File: config.mk
export PLATFORM = sky130hd
export DESIGN_NAME = txd_ring_engine
export DESIGN_NICKNAME = d
export VERILOG_FILES = /design/src/rtl/txd_pkg.sv /design/src/rtl/txd_csr.sv /design/src/rtl/txd_serializer.sv /design/src/rtl/txd_walker.sv /design/src/rtl/txd_ring_engine.sv
export SDC_FILE = /design/constraint.sdc
export NUM_CORES = 1
export LEC_CHECK = 0
export BUFFER_PORTS_ARGS = -buffer_cell sky130_fd_sc_hd__buf_2
export CAP_MARGIN = 20
export CORE_UTILIZATION = 64
export CTS_BUF_LIST = sky130_fd_sc_hd__clkbuf_4 sky130_fd_sc_hd__clkbuf_8
export DETAILED_ROUTE_END_ITERATION = 7
export PLACE_DENSITY = 0.88
export SLEW_MARGIN = 10
export SYNTH_ARGS = -nofsm -noshare
export SYNTH_HDL_FRONTEND = slang
export SYNTH_SLANG_ARGS = --single-unit
File: constraint.sdc
create_clock -name clk -period 12.6 [get_ports clk]
set_input_delay 2.52 -clock clk [delete_from_list [all_inputs] [get_ports clk]]
set_output_delay 2.52 -clock clk [all_outputs]
set_load 0.01 [all_outputs]
File: src/rtl/txd_pkg.sv
package txd_pkg;

  localparam int DESC_SHIFT = 4;   // descriptors are 16-byte aligned
  localparam int LEN_W      = 15;

  // descriptor word0
  localparam int OWN_BIT    = 31;
  localparam int ERR_BIT    = 15;
  // descriptor word1
  localparam int IRQ_BIT    = 23;
  localparam int FIRST_BIT  = 22;
  localparam int LAST_BIT   = 21;
  localparam int NOCRC_BIT  = 16;

  // control register
  localparam int CTL_ON_BIT   = 4;
  localparam int CTL_KICK_BIT = 5;
  localparam logic CSR_CTL    = 1'b0;
  localparam logic CSR_PTR    = 1'b1;

  typedef enum logic [2:0] {
    ST_IDLE,
    ST_RD0,
    ST_RD1,
    ST_RD2,
    ST_RD3,
    ST_STREAM,
    ST_WB
  } walk_st_t;

  typedef struct packed {
    logic             irq;
    logic             first;
    logic             last;
    logic             nocrc;
    logic [LEN_W-1:0] len;
  } seg_ctl_t;

endpackage

File: src/rtl/txd_csr.sv
module txd_csr
  import txd_pkg::*;
#(
  parameter int AW = 32,
  localparam int PW = AW - DESC_SHIFT
) (
  input  logic          clk,
  input  logic          rst_n,
  input  logic          csr_we,
  input  logic          csr_addr,
  input  logic [31:0]   csr_wdata,
  input  logic          kick_take,
  output logic          tx_on,
  output logic          kick_pend,
  output logic          base_wr,
  output logic [PW-1:0] base_val
);

  logic ctl_wr;
  logic on_q, on_d;
  logic kick_q, kick_d;
  logic unused_lo;

  assign ctl_wr    = csr_we && (csr_addr == CSR_CTL);
  assign base_wr   = csr_we && (csr_addr == CSR_PTR);
  assign base_val  = csr_wdata[AW-1:DESC_SHIFT];
  assign unused_lo = ^csr_wdata[DESC_SHIFT-1:0];

  always_comb begin
    on_d   = on_q;
    kick_d = kick_q;
    if (ctl_wr) on_d = csr_wdata[CTL_ON_BIT];
    // consumption first, a fresh demand in the same cycle wins
    if (kick_take) kick_d = 1'b0;
    if (ctl_wr && !csr_wdata[CTL_ON_BIT]) kick_d = 1'b0;
    if (ctl_wr && csr_wdata[CTL_ON_BIT] && csr_wdata[CTL_KICK_BIT]) kick_d = 1'b1;
  end

  always_ff @(posedge clk or negedge rst_n) begin
    if (!rst_n) begin
      on_q   <= 1'b0;
      kick_q <= 1'b0;
    end else begin
      if (ctl_wr) on_q <= on_d;
      kick_q <= kick_d;
    end
  end

  assign tx_on     = on_q;
  assign kick_pend = kick_q;

endmodule

File: src/rtl/txd_serializer.sv
module txd_serializer
  import txd_pkg::*;
(
  input  logic        clk,
  input  logic        rst_n,
  input  logic        seg_load,
  input  seg_ctl_t    seg_ctl,
  input  logic [1:0]  seg_lane,
  input  logic        word_load,
  input  logic [31:0] word_data,
  input  logic        tx_ready,
  output logic        word_need,
  output logic        seg_fin,
  output logic        tx_valid,
  output logic [7:0]  tx_data,
  output logic        tx_sof,
  output logic        tx_eof,
  output logic        tx_nocrc
);

  localparam int LANES = 4;

  logic             act_q, act_d;
  logic             held_q, held_d;
  logic [31:0]      word_q;
  logic [1:0]       lane_q, lane_d;
  logic [LEN_W-1:0] rem_q, rem_d;
  logic             sofp_q, sofp_d;
  seg_ctl_t         ctl_q;
  logic             accept;
  logic             last_byte;
  logic [7:0]       lane_byte [LANES];

  for (genvar g = 0; g < LANES; g++) begin : g_lane
    assign lane_byte[g] = word_q[8*g +: 8];
  end

  assign tx_valid  = act_q && held_q;
  assign tx_data   = lane_byte[lane_q];
  assign last_byte = (rem_q == LEN_W'(1));
  assign tx_sof    = tx_valid && sofp_q;
  assign tx_eof    = tx_valid && ctl_q.last && last_byte;
  assign tx_nocrc  = tx_valid && ctl_q.nocrc;
  assign accept    = tx_valid && tx_ready;
  assign seg_fin   = accept && last_byte;
  assign word_need = act_q && !held_q;

  always_comb begin
    act_d  = act_q;
    held_d = held_q;
    lane_d = lane_q;
    rem_d  = rem_q;
    sofp_d = sofp_q;
    if (seg_load) begin
      act_d  = 1'b1;
      held_d = 1'b0;
      lane_d = seg_lane;
      rem_d  = seg_ctl.len;
      sofp_d = seg_ctl.first;
    end else if (word_load) begin
      held_d = 1'b1;
    end else if (accept) begin
      rem_d  = rem_q - LEN_W'(1);
      lane_d = lane_q + 2'd1;
      sofp_d = 1'b0;
      if (last_byte) begin
        act_d  = 1'b0;
        held_d = 1'b0;
      end else if (lane_q == 2'd3) begin
        held_d = 1'b0;
      end
    end
  end

  always_ff @(posedge clk or negedge rst_n) begin
    if (!rst_n) begin
      act_q  <= 1'b0;
      held_q <= 1'b0;
      lane_q <= '0;
      rem_q  <= '0;
      sofp_q <= 1'b0;
      ctl_q  <= '0;
      word_q <= '0;
    end else begin
      act_q  <= act_d;
      held_q <= held_d;
      lane_q <= lane_d;
      rem_q  <= rem_d;
      sofp_q <= sofp_d;
      if (seg_load)  ctl_q  <= seg_ctl;
      if (word_load) word_q <= word_data;
    end
  end

endmodule

File: src/rtl/txd_walker.sv
module txd_walker
  import txd_pkg::*;
#(
  parameter int AW = 32,
  localparam int PW = AW - DESC_SHIFT,
  localparam int WW = AW - 2
) (
  input  logic          clk,
  input  logic          rst_n,
  input  logic          tx_on,
  input  logic          kick_pend,
  output logic          kick_take,
  input  logic          base_wr,
  input  logic [PW-1:0] base_val,
  output logic          mem_req,
  output logic          mem_we,
  output logic [AW-1:0] mem_addr,
  output logic [31:0]   mem_wdata,
  input  logic          mem_ack,
  input  logic [31:0]   mem_rdata,
  output logic          seg_load,
  output seg_ctl_t      seg_ctl,
  output logic [1:0]    seg_lane,
  input  logic          word_need,
  output logic          word_load,
  input  logic          seg_fin,
  output logic          frame_done,
  output logic          tx_irq
);

  walk_st_t       st_q, st_d;
  logic [PW-1:0]  ptr_q, ptr_d;
  logic [PW-1:0]  link_q, link_d;
  logic [AW-1:0]  baddr_q, baddr_d;
  logic [WW-1:0]  waddr_q, waddr_d;
  seg_ctl_t       ctl_q, ctl_d;
  logic           err_q, err_d;
  logic           done_q, done_d;
  logic           irq_q, irq_d;
  logic           xfer;
  logic [1:0]     woff;

  // memory request decode
  always_comb begin
    mem_req = 1'b0;
    mem_we  = 1'b0;
    woff    = 2'd0;
    unique case (st_q)
      ST_RD0:    begin mem_req = 1'b1; woff = 2'd0; end
      ST_RD1:    begin mem_req = 1'b1; woff = 2'd1; end
      ST_RD2:    begin mem_req = 1'b1; woff = 2'd2; end
      ST_RD3:    begin mem_req = 1'b1; woff = 2'd3; end
      ST_WB:     begin mem_req = 1'b1; mem_we = 1'b1; end
      ST_STREAM: mem_req = word_need;
      default:   ;
    endcase
  end

  assign mem_addr = (st_q == ST_STREAM) ? {waddr_q, 2'b00} : {ptr_q, woff, 2'b00};

  always_comb begin
    mem_wdata          = '0;
    mem_wdata[ERR_BIT] = err_q;
  end

  assign xfer      = mem_req && mem_ack;
  assign kick_take = (st_q == ST_IDLE) && tx_on && kick_pend;
  assign word_load = (st_q == ST_STREAM) && xfer;
  assign seg_ctl   = ctl_q;
  assign seg_lane  = baddr_q[1:0];

  // next state
  always_comb begin
    st_d     = st_q;
    ptr_d    = ptr_q;
    link_d   = link_q;
    baddr_d  = baddr_q;
    waddr_d  = waddr_q;
    ctl_d    = ctl_q;
    err_d    = err_q;
    done_d   = 1'b0;
    irq_d    = 1'b0;
    seg_load = 1'b0;
    unique case (st_q)
      ST_IDLE: if (kick_take) st_d = ST_RD0;
      ST_RD0: if (xfer) st_d = mem_rdata[OWN_BIT] ? ST_RD1 : ST_IDLE;
      ST_RD1: if (xfer) begin
        ctl_d.irq   = mem_rdata[IRQ_BIT];
        ctl_d.first = mem_rdata[FIRST_BIT];
        ctl_d.last  = mem_rdata[LAST_BIT];
        ctl_d.nocrc = mem_rdata[NOCRC_BIT];
        ctl_d.len   = mem_rdata[LEN_W-1:0];
        st_d        = ST_RD2;
      end
      ST_RD2: if (xfer) begin
        baddr_d = mem_rdata[AW-1:0];
        st_d    = ST_RD3;
      end
      ST_RD3: if (xfer) begin
        link_d = mem_rdata[AW-1:DESC_SHIFT];
        if (ctl_q.len == '0) begin
          err_d = 1'b1;
          st_d  = ST_WB;
        end else begin
          err_d    = 1'b0;
          seg_load = 1'b1;
          waddr_d  = baddr_q[AW-1:2];
          st_d     = ST_STREAM;
        end
      end
      ST_STREAM: begin
        if (xfer) waddr_d = waddr_q + WW'(1);
        if (seg_fin) st_d = ST_WB;
      end
      ST_WB: if (xfer) begin
        ptr_d  = link_q;
        done_d = ctl_q.last;
        irq_d  = ctl_q.last && ctl_q.irq;
        st_d   = tx_on ? ST_RD0 : ST_IDLE;
      end
      default: st_d = ST_IDLE;
    endcase
    if (base_wr) ptr_d = base_val;
  end

  always_ff @(posedge clk or negedge rst_n) begin
    if (!rst_n) begin
      st_q    <= ST_IDLE;
      ptr_q   <= '0;
      link_q  <= '0;
      baddr_q <= '0;
      waddr_q <= '0;
      ctl_q   <= '0;
      err_q   <= 1'b0;
      done_q  <= 1'b0;
      irq_q   <= 1'b0;
    end else begin
      st_q    <= st_d;
      ptr_q   <= ptr_d;
      link_q  <= link_d;
      baddr_q <= baddr_d;
      waddr_q <= waddr_d;
      ctl_q   <= ctl_d;
      err_q   <= err_d;
      done_q  <= done_d;
      irq_q   <= irq_d;
    end
  end

  assign frame_done = done_q;
  assign tx_irq     = irq_q;

endmodule

File: src/rtl/txd_ring_engine.sv
module txd_ring_engine
  import txd_pkg::*;
#(
  parameter int AW = 32
) (
  input  logic          clk,
  input  logic          rst_n,
  input  logic          csr_we,
  input  logic          csr_addr,
  input  logic [31:0]   csr_wdata,
  output logic          mem_req,
  output logic          mem_we,
  output logic [AW-1:0] mem_addr,
  output logic [31:0]   mem_wdata,
  input  logic          mem_ack,
  input  logic [31:0]   mem_rdata,
  output logic          tx_valid,
  input  logic          tx_ready,
  output logic [7:0]    tx_data,
  output logic          tx_sof,
  output logic          tx_eof,
  output logic          tx_nocrc,
  output logic          frame_done,
  output logic          tx_irq
);

  localparam int PW = AW - DESC_SHIFT;

  logic [1:0]    rst_sync_q;
  logic          core_rst_n;
  logic          tx_on, kick_pend, kick_take;
  logic          base_wr;
  logic [PW-1:0] base_val;
  logic          seg_load, word_load, word_need, seg_fin;
  seg_ctl_t      seg_ctl;
  logic [1:0]    seg_lane;

  // asynchronous assert, synchronous release
  always_ff @(posedge clk or negedge rst_n) begin
    if (!rst_n) rst_sync_q <= 2'b00;
    else        rst_sync_q <= {rst_sync_q[0], 1'b1};
  end
  assign core_rst_n = rst_sync_q[1];

  txd_csr #(.AW(AW)) u_csr (
    .clk       (clk),
    .rst_n     (core_rst_n),
    .csr_we    (csr_we),
    .csr_addr  (csr_addr),
    .csr_wdata (csr_wdata),
    .kick_take (kick_take),
    .tx_on     (tx_on),
    .kick_pend (kick_pend),
    .base_wr   (base_wr),
    .base_val  (base_val)
  );

  txd_walker #(.AW(AW)) u_walk (
    .clk        (clk),
    .rst_n      (core_rst_n),
    .tx_on      (tx_on),
    .kick_pend  (kick_pend),
    .kick_take  (kick_take),
    .base_wr    (base_wr),
    .base_val   (base_val),
    .mem_req    (mem_req),
    .mem_we     (mem_we),
    .mem_addr   (mem_addr),
    .mem_wdata  (mem_wdata),
    .mem_ack    (mem_ack),
    .mem_rdata  (mem_rdata),
    .seg_load   (seg_load),
    .seg_ctl    (seg_ctl),
    .seg_lane   (seg_lane),
    .word_need  (word_need),
    .word_load  (word_load),
    .seg_fin    (seg_fin),
    .frame_done (frame_done),
    .tx_irq     (tx_irq)
  );

  txd_serializer u_ser (
    .clk       (clk),
    .rst_n     (core_rst_n),
    .seg_load  (seg_load),
    .seg_ctl   (seg_ctl),
    .seg_lane  (seg_lane),
    .word_load (word_load),
    .word_data (mem_rdata),
    .tx_ready  (tx_ready),
    .word_need (word_need),
    .seg_fin   (seg_fin),
    .tx_valid  (tx_valid),
    .tx_data   (tx_data),
    .tx_sof    (tx_sof),
    .tx_eof    (tx_eof),
    .tx_nocrc  (tx_nocrc)
  );

endmodule

# After elaboration in Yosys (flattened, before gate mapping)
# Cells that the tools add are included.
# W data, S select, Z words.
dict set report word_totals {
  regBits 201
  elab_cells 142
}
dict set report op_classes {
  add_sub_neg 3
  n_lt_le_gt_ge 1
  n_eq_ne 18
  muxes 54
  bitwise_logic 2
  reduce_logical 40
}
# operator n
set ops {}
lappend ops {{$mux W30} 3}
lappend ops {{$mux W28} 3}
lappend ops {{$pmux W30 S2} 1}
lappend ops {{$mux W15} 3}
lappend ops {{$mux W32} 1}
lappend ops {{$add A30 B1 Y30 const B} 1}
lappend ops {{$mux W1} 25}
lappend ops {{$mux W3} 7}
lappend ops {{$pmux W3 S7} 1}
lappend ops {{$logic_and A1 B1 Y1} 18}
lappend ops {{$bmux W8 S2} 1}
lappend ops {{$mux W8} 2}
lappend ops {{$eq A15 B1 Y1 const B} 1}
lappend ops {{$logic_not A15 Y1} 1}
lappend ops {{$sub A15 B1 Y15 const B} 1}
lappend ops {{$ne A2 B1 Y1 const B} 6}
lappend ops {{$reduce_and A2 Y1} 6}
lappend ops {{$mux W2} 5}
lappend ops {{$reduce_bool A2 Y1} 5}
lappend ops {{$eq A3 B3 Y1 const B} 3}
lappend ops {{$ne A2 B2 Y1 const B} 4}
lappend ops {{$reduce_and A7 Y1} 1}
lappend ops {{$eq A3 B2 Y1 const B} 2}
lappend ops {{$pmux W2 S3} 1}
lappend ops {{other kinds (14)} 16}

# Longest topological paths before layout
# Gate-level depths: netlist of the first run.
dict set report depth {
  word_depth 8
  depth_mapped 8
}

# Cells and area by module
# From an unflattened synthesis of the first run, not the netlist that was laid out.
dict set report hier_totals {
  cells_unflattened 956
  hier_area_um2 10133.5
}
# mod n_inst cells_per_inst area_each_um2 seq_area_each_um2
set modules_own_cells {}
lappend modules_own_cells {txd_walker 1 704 7139.3 3578.4}
lappend modules_own_cells {txd_serializer 1 213 2621.3 1351.3}
lappend modules_own_cells {txd_csr 1 36 319.1 50.0}
lappend modules_own_cells {txd_ring_engine 1 3 53.8 50.0}

# Worst setup path before layout of the first run
# OpenSTA, ideal clock, no wires.
dict set report synth_path {
  path_kind {register to output}
  start {reg u_walk.st_q[0]}
  end {out mem_addr[13]}
  arrival_ns 1.818
  slack_ns 8.262
  path_stages_with_launch 9
  path_cell_list {dfrtp_1 > clkbuf_1 > clkbuf_1 > nand2_1 > clkbuf_1 > clkbuf_1 > buf_1 > nand2_1 > o21ai_0}
}
dict set report synth_between {
  elab_chain_len 2
}
# item line_no
set synth_rtl {}
lappend synth_rtl {{from (decl)} txd_walker.sv:31} ;# walk_st_t st_q, st_d;
lappend synth_rtl {{from (signal assigned)} txd_walker.sv:138} ;# st_q <= st_d;
lappend synth_rtl {{$eq A3 B3 Y1} txd_walker.sv:59} ;# assign mem_addr = (st_q == ST_STREAM) ? {waddr_q, 2'b00} : {ptr_q, woff, 2'b00};
lappend synth_rtl {{$mux W32} txd_walker.sv:59}
lappend synth_rtl {{to (decl)} txd_ring_engine.sv:13} ;# output logic [AW-1:0] mem_addr,
# Every way passes these cells.

# Worst setup path after layout of the first run
dict set report layout_path {
  start {reg u_walk.st_q[2]}
  end {out mem_addr[13]}
}
# Same word-level chain as after synthesis.

==> results by group, run 1 <==
Yosys
  – Synth Area in Adders: 0.005126
  – Synth Flop Type: dfrtp_1
  – Avg Cell Area, Syn: ~11 um^2
  – Area fraction in compound gates after synthesis: 0.09791
  – Area leader, netlist: dfrtp_1
  – Post-synthesis xor/xnor area fraction: 0.01256
  – Count of cell types in the netlist: 56
  – Synth Instances: approximately 920
  – Number of synthesized register bits: approximately 200
  – Cell Area, Synth: just under 10,000 um^2
  – Synth async-reset ratio: 1.000
  – Top-count cell post-synth: dfrtp_1
  – Synth top cells by count: dfrtp_1 (201), nand2_1 (150), mux2_2 (112)
  – Largest family of logic cells by synthesized area: multiplexers
  – Post-synth top area share: 0.5152
  – Register area share after synthesis: 0.5152
  – Post-synthesis simple-gate area fraction: 0.1383
  – Multiplexer area fraction after synthesis: 0.1784
  – Top cells by area, synth: dfrtp_1 (52%), mux2_2 (13%), nand2_1 (5.8%)
  – EDFF count, synth: 0
  – YS warnings: 0

Cells and area
  – FF/Latch Area: approximately 5000 um^2
  – Area grow syn2layout: 13.01%
  – Fill cell count: between 900 and 1,000
  – Multi-input gate area: approximately 4400 um^2
  – NumNets Final: between 1,000 and 1,500
  – Final Non-Filler Cells: ~1,200
  – N_diodes: 0
  – Share of post-route cells with drive strength above 1: 0.3005

Setup path
  – Worst r2r src: rst_sync_q[1]$_DFF_PN0_
  – CP startpoint: u_walk.st_q[2]$_DFFE_PN0P_
  – CP required: 10.08 ns
  – Critical R2R Capture: u_walk.waddr_q[26]$_DFFE_PN0P_
  – R2r worst-path depth: 2
  – CP endpoint: mem_addr[13]
  – Worst Setup Path Type: reg2out
  – R2R setup slack: between 9 and 10 ns
  – Setup crit end kind: output pin
  – Startpoint Class: flop
  – Max FO, Critical Path: 39
  – CP arrival: ~2.8 ns

Timing
  – Setup tns final: 0 ns
  – Setup Viol. Count Final: 0
  – Worst-Margin Slew: approximately 0.98 ns
  – Fmax: around 190 MHz
  – Clk_skew: between 0.015 and 0.02 ns
  – Max Slew Vio Count: 0
  – Tmin final: 5.325 ns
  – Hold Fails Final Rpt: 0
  – RSZ-0062 raised after global routing: no
  – Hold Slack: about 0.35 ns
  – Crit share post-route: 0.4226
  – Rel. slew slack: 0.3450

Power
  – Leak pwr: ~5.2 nW
  – Comb power frac: 0.313
  – NetSw: 0.9383 mW
  – Sw Ratio: 0.3564
  – Power Dens Cells: 238.6 nW/um^2
  – Max IR drop VDD: 0.0001629 V
  – Power Internal: about 1.7 mW
  – Clock share of power: 0.232
  – Sequential Power Share: 0.456

Die
  – Die height: roughly 130 um
  – Core Area: 14,700 um^2
  – Initial Utilization: 0.6642
  – Chip Width: approximately 130 um
  – Top-level I/O count: 150
  – Site row count: 44
  – Die area: 15,750 um^2

Global route
  – First-pass GRT wire length: just under 40,000 um
  – Vias in the first global route: 7,468
  – Initial antenna violation count: 1
  – Global Route Usage Sum: 0.3293
  – Congestion Overflow GR: 0
  – Largest net degree at the start of global routing: slightly below 80

Placed design
  – GP Congestion: approximately 0.87
  – Placed cells: around 1,200
  – Buffers on Ports: about 110
  – Dpl hpwl: between 15,000 and 20,000 um

Routing
  – Drt pass-1 iters: 8
  – Antenna viol nets, final: 0
  – Starting DRC count in detailed routing: between 900 and 1,000
  – Vias/cell: between 6 and 7
  – Vias: around 7,700
  – Routed WL: about 25,000 um
  – WL/cell: just over 20 um
  – Drc violations: 11

Run status
  – Failing checks: design-rule violations
  – Outcome: finished with violations

Worst hold path
  – Worst Hold Class: reg2reg

Clock tree
  – H-tree Lvls: 2
  – Root Buffer: clkbuf_8
  – Post-cts gate resize count: 0
  – Worst skew pair latency: 0.53 ns
  – Num CTS Buffers: 34
  – CTS tree: done
  – CTS Buffer Depth: 3
  – Cts-stage hold buffer count: 0
  – Post-CTS setup buffer count: 0
  – Clock-pin slew on the worst setup and hold paths: around 0.060 ns
  – Clock sinks: between 200 and 250

Run
  – Max Cap Viol: 0
==> worst max-delay path, cell delays in order, from the launching register on <==
cell and delay, ns:
dfrtp_1 0.63, nor2b_1 0.34, nand2_2 0.32, buf_4 0.40, o21ai_0 0.37, buf_2 0.21
==> cell type report <==
cell class / count / share of cell area
Multi-Input combinational cell: 655 / 0.3966
Clock buffer: 50 / 0.05840
Tap cell: 184 / 0.02087
Timing Repair Buffer: 124 / 0.05965
Clock inverter: 6 / 0.005217
Inverter: 9 / 0.003062
Sequential cell: 201 / 0.4562
==> power by group through the flow <==
| stage | Sequential [mW] | Combinational [mW] | Clock [mW] |
|---|---|---|---|
| 2_1_floorplan | 1.09 | 0.642 | 0 |
| 3_3_place_gp | 1.17 | 0.771 | 0 |
| 3_5_place_dp | 1.19 | 0.803 | 0 |
| 4_1_cts | 1.19 | 0.818 | 0.613 |
| 5_1_grt | 1.23 | 0.900 | 0.641 |
| 6_report | 1.20 | 0.824 | 0.610 |
==> metal layers <==
layer,track usage,vias up,share of wire
met5,0,-,0.00052
met4,0.1248,2,0.032
met3,0.06632,68,0.085
met2,0.5219,429,0.47
met1,0.4526,3774,0.41
li1,-,3414,-
==> layout by cell type (no fill, tap or decap), types with 4 or more instances in the layout <==
cell / n
ha_1: 4
a31oi_1: 7
clkbuf_8: 43
nor4_1: 10
or4_1: 5
clkbuf_4: 7
nand4_1: 12
a21oi_1: 45
xnor2_1: 11
nor2_1: 41
buf_2: 112
o21ai_0: 62
o22a_1: 5
nor3_1: 12
nand2_1: 149
a2bb2oi_1: 8
o22ai_1: 10
mux4_2: 8
dfrtp_1: 200
nor2b_1: 5
mux2i_1: 30
and3_1: 9
clkinv_2: 4
and2_1: 6
mux2_2: 112
buf_4: 11
and4_1: 5
nand3_1: 22
conb_1: 34
inv_1: 9
==> sequential cells by signal, summed over array words and instances, names as in the netlist <==
register and cells:
u_ser.word_q 32, u_walk.baddr_q 32, u_walk.waddr_q 30, u_walk.link_q 28
u_walk.ptr_q 28, u_walk.seg_ctl 19, u_ser.rem_q 15, u_walk.st_q 3
rst_sync_q 2, u_ser.ctl_q 2, u_ser.lane_q 2, u_csr.kick_pend 1
u_csr.tx_on 1, u_ser.act_q 1, u_ser.held_q 1, u_ser.sofp_q 1
u_walk.err_q 1, u_walk.frame_done 1, u_walk.tx_irq 1
==> cells by family after synthesis <==
kind of cell	after synthesis
flops	201
buf+inv	99
compound gates	161
fa+ha+maj	4
other cells	2
mux	150
xor+xnor	14
simple gates	292
==> stage by stage <==
stage | worst slack [ns] | area [um^2] | utilization | total power [mW]
floorplan | 6.584 | 9883 | - | 1.729
global placement | 7.936 | 10320 | 0.7018 | 1.941
detailed placement | 7.909 | 10320 | 0.7018 | 1.990
CTS | 7.340 | 11020 | 0.7496 | 2.618
global route | 7.136 | 11030 | 0.7506 | 2.773
finish | 7.275 | 11030 | 0.7506 | 2.633
==> worst min path at each step <==
stage / start / cells after the start / slack, ns / to
floorplan: rst_sync_q[0]$_DFF_PN0_ / 0 / 0.33 / rst_sync_q[1]$_DFF_PN0_
global placement: rst_sync_q[0]$_DFF_PN0_ / 0 / 0.33 / rst_sync_q[1]$_DFF_PN0_
detailed placement: rst_sync_q[0]$_DFF_PN0_ / 0 / 0.34 / rst_sync_q[1]$_DFF_PN0_
CTS: rst_sync_q[0]$_DFF_PN0_ / 0 / 0.35 / rst_sync_q[1]$_DFF_PN0_
global route: rst_sync_q[0]$_DFF_PN0_ / 0 / 0.37 / rst_sync_q[1]$_DFF_PN0_
finish: rst_sync_q[0]$_DFF_PN0_ / 0 / 0.35 / rst_sync_q[1]$_DFF_PN0_
No activity file was read; power rests on OpenSTA's default activity.
==> inputs of run 2 (changes only) <==
Settings changed: ABC_AREA set to 1, CORE_UTILIZATION 64 to 60, PLACE_DENSITY 0.88 to 0.83.
Clock period 12.6 ns to 5.02 ns, I/O delays scaled along.
==> results by group, run 2 <==
Run status
  – Outcome: completed

Die
  – Die area: 17,770 um^2 (+13%)
  – Die height: 133.3 um (+6.2%)
  – Chip Width: 133.3 um (+6.2%)
  – Core Area: 16,700 um^2 (+14%)
  – Site row count: 47 (+6.8%)
  – Initial Utilization: 0.6195 (-0.04470)
  – Top-level I/O count: 150 (unchanged)

Timing
  – Crit share post-route: 0.7119
  – Setup tns final: 0 ns (unchanged)
  – RSZ-0062 raised after global routing: no
  – Max Slew Vio Count: 0 (unchanged)
  – Clk_skew: 0.02449 ns (+0.008152 ns)
  – Hold Fails Final Rpt: 0 (unchanged)
  – Rel. slew slack: 0.3563 (+0.01130)
  – Setup Viol. Count Final: 0 (unchanged)
  – Fmax: between 200 and 300 MHz
  – Tmin final: between 3 and 4 ns
  – Worst-Margin Slew: 0.9621 ns (-0.02036 ns)

Cells and area
  – Largest registers: u_ser.word_q (32), u_walk.baddr_q (32), u_walk.waddr_q (30)
  – Share of post-route cells with drive strength above 1: 0.1651 (-0.1354)
  – NumNets Final: 1,501 (+37%)
  – Area grow syn2layout: 12.11%
  – N_diodes: 0 (unchanged)
  – Most common cell after layout, fill and taps aside: nand2_1
  – Commonest non-fill, non-tap cells in the layout: nand2_1 (369), dfrtp_1 (200), o21ai_0 (149)
  – Final Non-Filler Cells: 1,668 (+36%)

Setup path
  – CP arrival: 2.57 ns (-0.24 ns)
  – CP peak stage delay: 0.48 ns (-0.15 ns)
  – Crit path max-delay cell type: dfrtp_1
  – Max FO, Critical Path: 29 (-26%)
  – CP delay by family, top: simple AND/OR/NAND/NOR gates
  – CP Buf/Inv Count: 3 (+1)
  – Setup crit end kind: output pin
  – CP required: 4.02 ns (-6.06 ns)
  – Worst-path cell chain: inv_2 -> nor2_1 -> nand2_2 -> buf_4 -> or2_1 -> o21a_1 -> buf_2
  – Worst Setup Path Type: reg2out
  – Startpoint Class: flop

Routing
  – Vias: 9,123 (+19%)
  – Routed WL: 26,660 um (+6.7%)
  – Starting DRC count in detailed routing: 884 (-6.7%)
  – WL/cell: 15.99 um (-21%)
  – Drc violations: 0 (-11)
  – Antenna viol nets, final: 0 (unchanged)
  – Drt pass-1 iters: 6 (-2)
  – Vias/cell: 5.469 (-13%)

Clock tree
  – Root Buffer: clkbuf_8
  – Num CTS Buffers: 34 (unchanged)
  – CTS tree: done
  – Worst skew pair latency: 0.53 ns (about the same)
  – Clock-pin slew on the worst setup and hold paths: 0.06 ns (about the same)
  – CTS Buffer Depth: 3 (unchanged)
  – Clock sinks: 201 (unchanged)
  – H-tree Lvls: 2 (unchanged)
  – Post-CTS setup buffer count: 0 (unchanged)
  – Post-cts gate resize count: 0 (unchanged)
  – Cts-stage hold buffer count: 0 (unchanged)

Global route
  – Initial antenna violation count: 0 (-1)
  – Largest net degree at the start of global routing: 79 (+1.3%)
  – First-pass GRT wire length: 42,700 um (+7.3%)
  – Congestion Overflow GR: 0 (unchanged)
  – Global Route Usage Sum: 0.3074 (-0.02198)
  – Vias in the first global route: 8,342 (+12%)

Run
  – Max Cap Viol: 0 (unchanged)

Yosys
  – Top cells by area, synth: dfrtp_1 (49%), nand2_1 (13%), o21ai_0 (7.2%)
  – Synth top cells by count: nand2_1 (370), dfrtp_1 (201), o21ai_0 (149)
  – Register area share after synthesis: 0.4862 (-0.02903)
  – Top-count cell post-synth: nand2_1
  – Count of cell types in the netlist: 42 (-25%)
  – Avg Cell Area, Syn: 7.814 um^2 (-26%)
  – Synth Flop Type: dfrtp_1
  – Cell Area, Synth: 10,350 um^2 (+6.0%)
  – Number of synthesized register bits: 201 (unchanged)
  – Area leader, netlist: dfrtp_1
  – Post-synth top area share: 0.4862 (-0.02903)
  – Synth Instances: 1,324 (+43%)
  – EDFF count, synth: 0 (unchanged)
  – Synth async-reset ratio: 1.000 (unchanged)
  – YS warnings: 0 (unchanged)

Power
  – Sequential Power Share: 0.434 (-0.022)
  – Power Internal: 4.084 mW (+140%)
  – NetSw: 2.675 mW (+190%)
  – Comb power frac: 0.346 (+0.033)
  – Max IR drop VDD: 0.0003657 V (+120%)
  – Power Dens Cells: 582.8 nW/um^2 (+140%)
  – Clock share of power: 0.220 (-0.012)
  – Leak pwr: 5.918 nW (+13%)
  – Sw Ratio: 0.3958 (+0.03938)

Placed design
  – GP Congestion: 0.9316 (+6.8%)
  – Dpl hpwl: 18,430 um (+15%)
  – Placed cells: 1,609 (+37%)
  – Buffers on Ports: 112 (unchanged)

Worst hold path
  – Worst Hold Class: in2async
-- run 2: final timing paths --
check,to,slack [ns],cells after the start,startpoint
setup / recovery,mem_addr[12],1.45,7,u_walk.st_q[2]$_DFFE_PN0P_
hold / removal,rst_sync_q[0]$_DFF_PN0_,0.25,1,rst_n
setup reg to reg,u_walk.waddr_q[21]$_DFFE_PN0P_,2.13,10,u_walk.st_q[2]$_DFFE_PN0P_
hold reg to reg,u_walk.seg_ctl[7]$_DFFE_PN0P_,0.30,0,rst_sync_q[1]$_DFF_PN0_
max in group asynchronous,u_walk.waddr_q[26]$_DFFE_PN0P_,3.64,2,rst_sync_q[1]$_DFF_PN0_
min in group clk,rst_sync_q[1]$_DFF_PN0_,0.35,0,rst_sync_q[0]$_DFF_PN0_
-- run 2: through the flow --
step | cell area [um^2] | total power, mW | setup slack, ns | utilization | hold slack [ns]
floorplan | 10470 | 4.474 | 1.709 | - | 0.3311
global placement | 10870 | 5.115 | 2.034 | 0.6506 | 0.3360
detailed placement | 10880 | 5.218 | 1.997 | 0.6515 | 0.3405
CTS | 11560 | 6.725 | 1.463 | 0.6921 | 0.2341
global route | 11600 | 7.242 | 1.289 | 0.6945 | 0.2472
finish | 11600 | 6.759 | 1.446 | 0.6945 | 0.2497
-- run 2: cell families (layout without fill, tap and decap cells) --
group / after synthesis / after routing / synth area share
muxes: 28 / 28 / 0.03048
adders and majority gates: 4 / 4 / 0.004838
DFF: 201 / 201 / 0.4862
and+or+nand+nor: 607 / 607 / 0.2433
AOI/OAI and AO/OA: 248 / 248 / 0.1282
buffers and inverters: 228 / 320 / 0.1012
xor gates and xnor gates: 6 / 6 / 0.005079
other: 2 / 34 / 0.0007259
-- run 2: power by group through the flow --
| stage | Combinational [mW] | Clock [mW] | Sequential, mW |
|---|---|---|---|
| after detailed placement | 2.30 | 0 | 2.92 |
| final | 2.34 | 1.49 | 2.93 |
| after CTS | 2.32 | 1.50 | 2.91 |
| after global placement | 2.22 | 0 | 2.90 |
| after floorplan | 1.74 | 0 | 2.73 |
| after global routing | 2.67 | 1.57 | 3.00 |
-- run 2: worst register-to-register path, stage by stage, from the launching register on --
cell and delay, ns:
dfrtp_1 0.47, inv_2 0.15, nand3_1 0.15, o21ai_2 0.11, nand2_2 0.09, nand3_2 0.06, buf_4 0.46, nand2_2 0.69
inv_2 0.44, nand2_1 0.11, nand2_1 0.09
-- run 2: per-layer routing --
metal / GRT usage / up-vias / wire length (um)
met3: 0.04795 / 49 / 2440
met5: 0 / - / 0
met4: 0.09343 / 0 / 558
li1: - / 4399 / -
met2: 0.4609 / 457 / 11890
met1: 0.4612 / 4218 / 11780
-- run 2: final cells by class --
type | count | area [um^2]
clock buffer | 50 | 606.8
clock inverter | 7 | 71.32
fill | 1353 | 5102
inverter | 139 | 524.3
multi-input combinational | 927 | 4392
sequential | 201 | 5034
tap | 220 | 275.3
timing repair buffer | 124 | 695.7
